File: src/rtl/wbuf_pkg.sv
package wbuf_pkg;
  // Control to datapath strobes, one cycle wide each.
  typedef struct packed {
    logic pushOne;   // store one single write at wrPtr
    logic pushLine;  // store a whole line in every slot
    logic pop;       // oldest entry taken by the bus
  } wbufStrobe_t;
endpackage

File: src/rtl/wbuf_ctrl.sv
module wbuf_ctrl #(
  parameter int DEPTH = 4,
  localparam int PTR_W = $clog2(DEPTH),
  localparam int CNT_W = PTR_W + 1
) (
  input  logic                    clk,
  input  logic                    rstN,
  input  logic                    stWrValid,
  input  logic                    lineValid,
  input  logic                    busReady,
  output logic                    stWrReady,
  output logic                    lineReady,
  output logic                    busValid,
  output logic                    full,
  output wbuf_pkg::wbufStrobe_t   strobe,
  output logic [PTR_W-1:0]        wrPtr,
  output logic [PTR_W-1:0]        rdPtr
);
  // DEPTH must be a power of two so that the pointers wrap naturally.
  logic [CNT_W-1:0] count;
  logic             empty;

  assign empty     = (count == '0);
  assign full      = (count == CNT_W'(DEPTH));
  assign lineReady = empty;
  assign busValid  = !empty;
  // A line writeback offered on an empty buffer wins over a single write.
  assign stWrReady = !full && !(lineValid && empty);

  always_comb begin
    strobe          = '0;
    strobe.pushLine = lineValid && empty;
    strobe.pushOne  = stWrValid && stWrReady;
    strobe.pop      = busValid && busReady;
  end

  always_ff @(posedge clk) begin
    if (!rstN) begin
      count <= '0;
      wrPtr <= '0;
      rdPtr <= '0;
    end else begin
      if (strobe.pushLine)
        count <= CNT_W'(DEPTH);
      else
        count <= count + CNT_W'(strobe.pushOne) - CNT_W'(strobe.pop);
      // A line fills every slot, so wrPtr comes back to where it started.
      if (strobe.pushOne) wrPtr <= wrPtr + 1'b1;
      if (strobe.pop)     rdPtr <= rdPtr + 1'b1;
    end
  end
endmodule

File: src/rtl/wbuf_dp.sv
module wbuf_dp #(
  parameter int ADDR_W = 32,
  parameter int DATA_W = 64,
  parameter int DEPTH  = 4,
  localparam int PTR_W    = $clog2(DEPTH),
  localparam int WORD_LSB = $clog2(DATA_W / 8),
  localparam int LINE_LSB = WORD_LSB + PTR_W
) (
  input  logic                      clk,
  input  logic                      rstN,
  input  wbuf_pkg::wbufStrobe_t     strobe,
  input  logic [PTR_W-1:0]          wrPtr,
  input  logic [PTR_W-1:0]          rdPtr,
  input  logic [ADDR_W-1:0]         stWrAddr,
  input  logic [DATA_W-1:0]         stWrData,
  input  logic [ADDR_W-1:0]         lineAddr,
  input  logic [DEPTH*DATA_W-1:0]   lineData,
  input  logic [ADDR_W-1:0]         lookupAddr,
  output logic [ADDR_W-1:0]         busAddr,
  output logic [DATA_W-1:0]         busData,
  output logic                      lookupHit,
  output logic [DATA_W-1:0]         lookupData
);
  logic [ADDR_W-1:0] addrMem [DEPTH];
  logic [DATA_W-1:0] dataMem [DEPTH];
  logic [DEPTH-1:0]  slotVld;

  for (genvar e = 0; e < DEPTH; e++) begin : g_slot
    logic [PTR_W-1:0] lineOfs;
    logic             hitOne;
    assign lineOfs = PTR_W'(e) - wrPtr;
    assign hitOne  = strobe.pushOne && (wrPtr == PTR_W'(e));

    always_ff @(posedge clk) begin
      if (!rstN)
        slotVld[e] <= 1'b0;
      else if (hitOne || strobe.pushLine)
        slotVld[e] <= 1'b1;
      else if (strobe.pop && (rdPtr == PTR_W'(e)))
        slotVld[e] <= 1'b0;
    end

    always_ff @(posedge clk) begin
      if (strobe.pushLine) begin
        addrMem[e] <= {lineAddr[ADDR_W-1:LINE_LSB], lineOfs, {WORD_LSB{1'b0}}};
        dataMem[e] <= lineData[lineOfs*DATA_W +: DATA_W];
      end else if (hitOne) begin
        addrMem[e] <= stWrAddr;
        dataMem[e] <= stWrData;
      end
    end
  end

  assign busAddr = addrMem[rdPtr];
  assign busData = dataMem[rdPtr];

  // Walk from oldest to youngest; the last match seen is the youngest one.
  logic [PTR_W-1:0] scanIdx;
  always_comb begin
    lookupHit  = 1'b0;
    lookupData = '0;
    scanIdx    = rdPtr;
    for (int i = 0; i < DEPTH; i++) begin
      scanIdx = rdPtr + PTR_W'(i);
      if (slotVld[scanIdx] &&
          addrMem[scanIdx][ADDR_W-1:WORD_LSB] == lookupAddr[ADDR_W-1:WORD_LSB]) begin
        lookupHit  = 1'b1;
        lookupData = dataMem[scanIdx];
      end
    end
  end
endmodule

File: src/rtl/wbuf_top.sv
module wbuf_top #(
  parameter int ADDR_W = 32,
  parameter int DATA_W = 64,
  parameter int DEPTH  = 4,
  localparam int PTR_W = $clog2(DEPTH)
) (
  input  logic                    clk,
  input  logic                    rstN,
  input  logic                    stWrValid,
  input  logic [ADDR_W-1:0]       stWrAddr,
  input  logic [DATA_W-1:0]       stWrData,
  output logic                    stWrReady,
  input  logic                    lineValid,
  input  logic [ADDR_W-1:0]       lineAddr,
  input  logic [DEPTH*DATA_W-1:0] lineData,
  output logic                    lineReady,
  output logic                    busValid,
  output logic [ADDR_W-1:0]       busAddr,
  output logic [DATA_W-1:0]       busData,
  input  logic                    busReady,
  input  logic [ADDR_W-1:0]       lookupAddr,
  output logic                    lookupHit,
  output logic [DATA_W-1:0]       lookupData,
  output logic                    full
);
  wbuf_pkg::wbufStrobe_t strobe;
  logic [PTR_W-1:0]      wrPtr;
  logic [PTR_W-1:0]      rdPtr;

  wbuf_ctrl #(.DEPTH(DEPTH)) ctrl_i (
    .clk(clk), .rstN(rstN),
    .stWrValid(stWrValid), .lineValid(lineValid), .busReady(busReady),
    .stWrReady(stWrReady), .lineReady(lineReady), .busValid(busValid),
    .full(full), .strobe(strobe), .wrPtr(wrPtr), .rdPtr(rdPtr)
  );

  wbuf_dp #(.ADDR_W(ADDR_W), .DATA_W(DATA_W), .DEPTH(DEPTH)) dp_i (
    .clk(clk), .rstN(rstN), .strobe(strobe), .wrPtr(wrPtr), .rdPtr(rdPtr),
    .stWrAddr(stWrAddr), .stWrData(stWrData),
    .lineAddr(lineAddr), .lineData(lineData), .lookupAddr(lookupAddr),
    .busAddr(busAddr), .busData(busData),
    .lookupHit(lookupHit), .lookupData(lookupData)
  );
endmodule

File: config.mk
export PLATFORM = sky130hd
export DESIGN_NAME = wbuf_top
export DESIGN_NICKNAME = d
export VERILOG_FILES = /design/src/rtl/wbuf_pkg.sv /design/src/rtl/wbuf_ctrl.sv /design/src/rtl/wbuf_dp.sv /design/src/rtl/wbuf_top.sv
export SDC_FILE = /design/constraint.sdc
export NUM_CORES = 2
export LEC_CHECK = 0
export BUFFER_PORTS_ARGS = -buffer_cell sky130_fd_sc_hd__buf_2
export CORE_MARGIN = 1
export CORE_UTILIZATION = 50
export DETAILED_ROUTE_END_ITERATION = 6
export GPL_TIMING_DRIVEN = 0
export PLACE_DENSITY = 0.81
export SYNTH_ARGS = -nofsm -noshare
export SYNTH_HDL_FRONTEND = slang
export SYNTH_HIERARCHICAL = 1
export SYNTH_SLANG_ARGS = --single-unit
File: constraint.sdc
create_clock -name clk -period 10.5 [get_ports clk]
set_clock_uncertainty 0.2 [all_clocks]
set_input_delay 3.15 -clock clk [delete_from_list [all_inputs] [get_ports clk]]
set_output_delay 3.15 -clock clk [all_outputs]
set_load 0.02 [all_outputs]
==> summary by stage <==
Power and ir drop
The worst-case IR drop observed on VDD is roughly 0.17 mV. Power spread over the standard cell area amounts to 265 mW/mm^2. The leakage power of the design is 14.7 nW.

Global routing
The number of global-route vias before repair is 29.7k. The initial antenna violation count is 57. The maximum number of pins on one net before global-route repair is 53.

The global-route total usage across every layer is 0.362. After global routing the overflow that remains totals 0. The first global-routing pass estimated approximately 200 mm of wire.

Clock tree
After clock tree synthesis, the clock-pin slew on the worst setup and hold paths is approximately 0.060 ns. In this run, post-CTS hold repair placed 0 buffers. The number of buffers on the longest clock path is 3. The H-tree depth reported by CTS is 2. Clock tree synthesis inserted a total of 45 buffers. TritonCTS built the clock tree.

The clock drives between 300 and 400 sinks. The clock insertion delay at the later pin of the skew report is approximately 0.6 ns. The root buffer cell chosen for the clock tree is sky130_fd_sc_hd__clkbuf_16.

Cells and area
After the last flow step, the layout net total stands at 3672. From synthesis to final layout, the design area changed by 16.1%. The number of inserted filler cells in the final layout is 5525. The finished layout holds 4262 standard cells, fillers aside.

In the final layout, the share of cells above drive strength 1 is 0.519.

Yosys
Of the total synthesized cell area, the portion taken by XOR and XNOR cells is 0.0233. The post-synthesis cell area is around 0.036 mm^2. Of the total synthesized cell area, the portion taken by AND, OR, NAND and NOR gates is 0.0327. The number of nets produced by synthesis is between 3k and 4k. The synthesized design spends more area on one cell type than any other, namely sky130_fd_sc_hd__edfxtp_1. The area fraction of the dominant cell type after synthesis is 0.323. Counting instances in the post-synthesis netlist gives the leading cell types as 456 x sky130_fd_sc_hd__mux4_2, 440 x sky130_fd_sc_hd__mux2_2, 384 x sky130_fd_sc_hd__edfxtp_1. The compound-cell area share of the yosys netlist is 0.0876. After synthesis, the largest family of logic cells by area is multiplexers. Of all flip-flops after synthesis, the portion carrying an async set or reset was 0. The count of flip-flops with a built-in enable after synthesis is 384. The post-synthesis register bit count is 395. By area the synthesized netlist is led by sky130_fd_sc_hd__edfxtp_1 32%, sky130_fd_sc_hd__mux4_2 29%, sky130_fd_sc_hd__mux2_2 14%.

Synthesis instantiated 71 different standard cells from the library. After technology mapping, the gate count stands at 2633. The synthesized-area fraction occupied by adder cells is 0.00407. Yosys instantiated no cell more often than sky130_fd_sc_hd__mux4_2. During synthesis, Yosys emitted a total of 6 warnings. For this run, the leading register cell type out of synthesis is sky130_fd_sc_hd__edfxtp_1. The post-synthesis area per instance is around 14 um^2.

The portion of synthesized area spent on multiplexers is 0.473. The sequential fraction of the synthesis area is 0.329.

Timing
The slew of the pin with the lowest slew margin is 1.41 ns. The number of max-slew violations in the final report is 0. Dividing the final minimum period by the clock period gives 0.985. Counting I/O delays and the setup requirement, the final critical path takes 10.34 ns. Static timing analysis puts the maximum clock frequency at 96.7 MHz. Setup repair after global routing left no endpoint under its margin.

The hold slack is 0.321 ns. The worst max-slew margin expressed relative to the limit is 0.0621. Setup violations remaining at the end of the flow were counted as 0. The hold violation count in the final report is 0.

Placement
The detailed placer's ending HPWL is 99.5 mm. The routability-driven placement congestion ratio is roughly 1.0. Including well taps, the total number of placed cells is 4134. The port buffer count is 557.

Worst setup path
The kind of end point of the critical path is an output port. Data on the critical path arrives at its endpoint at 6.99 ns. The type of the worst setup path is reg -> out.

Along the worst path, the maximum fanout reaches 19. The data required time of the worst path is 7.15 ns. The worst setup path is launched from a flip-flop.

Run status
The flow ran to the end, and the final reports show no timing, DRC or antenna violations.

Routing
The DRC violations left is 0. The first routing iteration left 4012 violations. After detailed routing, the number of vias per cell comes to about 7.0. The number of iterations in the first detailed-routing pass is 6. In the final routed layout, each cell accounts on average for 31.7 um. The routed layout has 30.0k vias. Once detail routing completed, the nets flagged for antenna violations numbered 0. After detailed routing, the total wire length is ~140 mm.

Floorplanning
The effective utilization at floorplan is 0.508. The floorplan step defined a die boundary enclosing roughly 0.072 mm^2. In this run the vertical extent of the chip is between 200 and 300 um. The placeable core region is roughly 0.07 mm^2. The width of the chip is 269 um. The floorplan has 97 rows. The I/O pin count is 586.

Flow run
The max-capacitance violation count is 0.

Min path
The class of the worst hold path is reg -> reg.
==> kinds of logic after synthesis <==
| kind of cell | count (synthesis) |
|---|---|
| multiplexers | 1052 |
| XOR/XNOR | 95 |
| buffers and inverters | 412 |
| flip-flops | 395 |
| AND/OR/NAND/NOR | 253 |
| AO/OA/AOI/OAI | 415 |
| adder cells (fa/ha/maj) | 11 |
==> layout make-up <==
cell class / count / area, um^2 / area share
multi-input combinational: 1826 / 22200 / 0.535
sequential: 395 / 11800 / 0.284
timing repair buffer: 561 / 2900 / 0.0700
buffer: 261 / 1230 / 0.0298
tap: 940 / 1180 / 0.0284
clock buffer: 52 / 1150 / 0.0278
inverter: 150 / 563 / 0.0136
clock inverter: 29 / 347 / 0.00837
antenna: 48 / 120 / 0.00290
==> per-stage QoR <==
stage	power (mW)	TNS [ns]	setup WS (ns)	utilization	cell area [um^2]
4_1_cts	10.9	0	0.0562	0.588	41300
2_1_floorplan	7.24	0	1.66	-	35700
6_report	11.0	0	0.161	0.589	41400
5_1_grt	11.4	0	0.0407	0.589	41400
3_5_place_dp	9.19	-10.73	-0.287	0.566	39800
3_3_place_gp	9.10	-12.55	-0.314	0.564	39600
==> final timing paths <==
path | endpoint | cells after the start | slack, ns | from
setup / recovery | lookupData[40] | 15 | 0.16 | ctrl_i/rdPtr[1]
hold / removal | ctrl_i/wrPtr[1] | 2 | 0.32 | ctrl_i/wrPtr[1]
setup reg to reg | dp_i/dataMem[2][57] | 10 | 3.10 | ctrl_i/wrPtr[0]
hold reg to reg | ctrl_i/wrPtr[1] | 2 | 0.32 | ctrl_i/wrPtr[1]
==> flip-flops by register name, summed over array words and instances, names as in the netlist <==
name and count:
dp_i/dataMem 256, ctrl_i/wrPtr 2, dp_i/slotVld 4, dp_i/addrMem 128
ctrl_i/count 3, ctrl_i/rdPtr 2
==> worst max-delay path, stage by stage, from the launching register on <==
cell and delay (ns):
sky130_fd_sc_hd__dfxtp_1 0.40, sky130_fd_sc_hd__buf_2 0.26, sky130_fd_sc_hd__inv_2 0.17, sky130_fd_sc_hd__buf_4 0.29, sky130_fd_sc_hd__clkdlybuf4s15_2 0.48, sky130_fd_sc_hd__ha_1 0.40, sky130_fd_sc_hd__buf_2 0.30, sky130_fd_sc_hd__buf_4 0.34
sky130_fd_sc_hd__buf_2 0.41, sky130_fd_sc_hd__buf_2 0.42, sky130_fd_sc_hd__buf_2 0.46, sky130_fd_sc_hd__clkbuf_1 0.82, sky130_fd_sc_hd__clkbuf_1 0.62, sky130_fd_sc_hd__mux4_2 0.41, sky130_fd_sc_hd__a22o_1 0.34, sky130_fd_sc_hd__buf_2 0.19
==> routing by layer <==
metal  share of wire  routed length (um)  GRT usage
met2            0.47               63200      0.574
met3            0.11               15200     0.0791
met5          0.0012                 167          0
met1            0.35               47000      0.454
met4           0.071                9570      0.225
==> where the power goes <==
group	leakage, nW	internal, mW	switching [mW]
combinational	10.3	2.77	3.62
clock	0.723	0.962	0.686
sequential	3.74	2.54	0.409
==> repair_timing <==
item                                    CTS  global route
pin swaps                                 0             0
setup buffers                             0             0
hold endpoints to repair                  0             0
endpoints found under the setup margin   65            38
resized for setup                         3            11
==> cells in the final DEF, fill, tap and decap left out, types with 5 or more instances in the layout <==
cell type and count:
sky130_fd_sc_hd__dfxtp_1 11, sky130_fd_sc_hd__a22o_1 65, sky130_fd_sc_hd__ha_1 10, sky130_fd_sc_hd__mux2i_2 6, sky130_fd_sc_hd__nand2_1 144, sky130_fd_sc_hd__nor4_1 7, sky130_fd_sc_hd__o21ai_0 137, sky130_fd_sc_hd__buf_1 56
sky130_fd_sc_hd__clkbuf_2 6, sky130_fd_sc_hd__bufinv_16 7, sky130_fd_sc_hd__o221ai_2 60, sky130_fd_sc_hd__clkinv_2 8, sky130_fd_sc_hd__a211oi_1 7, sky130_fd_sc_hd__buf_2 616, sky130_fd_sc_hd__clkinvlp_4 5, sky130_fd_sc_hd__mux2i_1 146
sky130_fd_sc_hd__clkbuf_16 45, sky130_fd_sc_hd__a21oi_1 92, sky130_fd_sc_hd__xor2_1 16, sky130_fd_sc_hd__mux4_2 456, sky130_fd_sc_hd__diode_2 48, sky130_fd_sc_hd__mux2_2 440, sky130_fd_sc_hd__buf_4 10, sky130_fd_sc_hd__xnor2_1 79
sky130_fd_sc_hd__inv_1 148, sky130_fd_sc_hd__buf_6 15, sky130_fd_sc_hd__edfxtp_1 384, sky130_fd_sc_hd__nand4_1 20, sky130_fd_sc_hd__nor2b_1 6, sky130_fd_sc_hd__nand2b_1 6, sky130_fd_sc_hd__a2111oi_0 5, sky130_fd_sc_hd__nor3_1 6
sky130_fd_sc_hd__clkbuf_1 120, sky130_fd_sc_hd__nor2_1 40
Note: power is estimated with default switching activity, not from simulation.
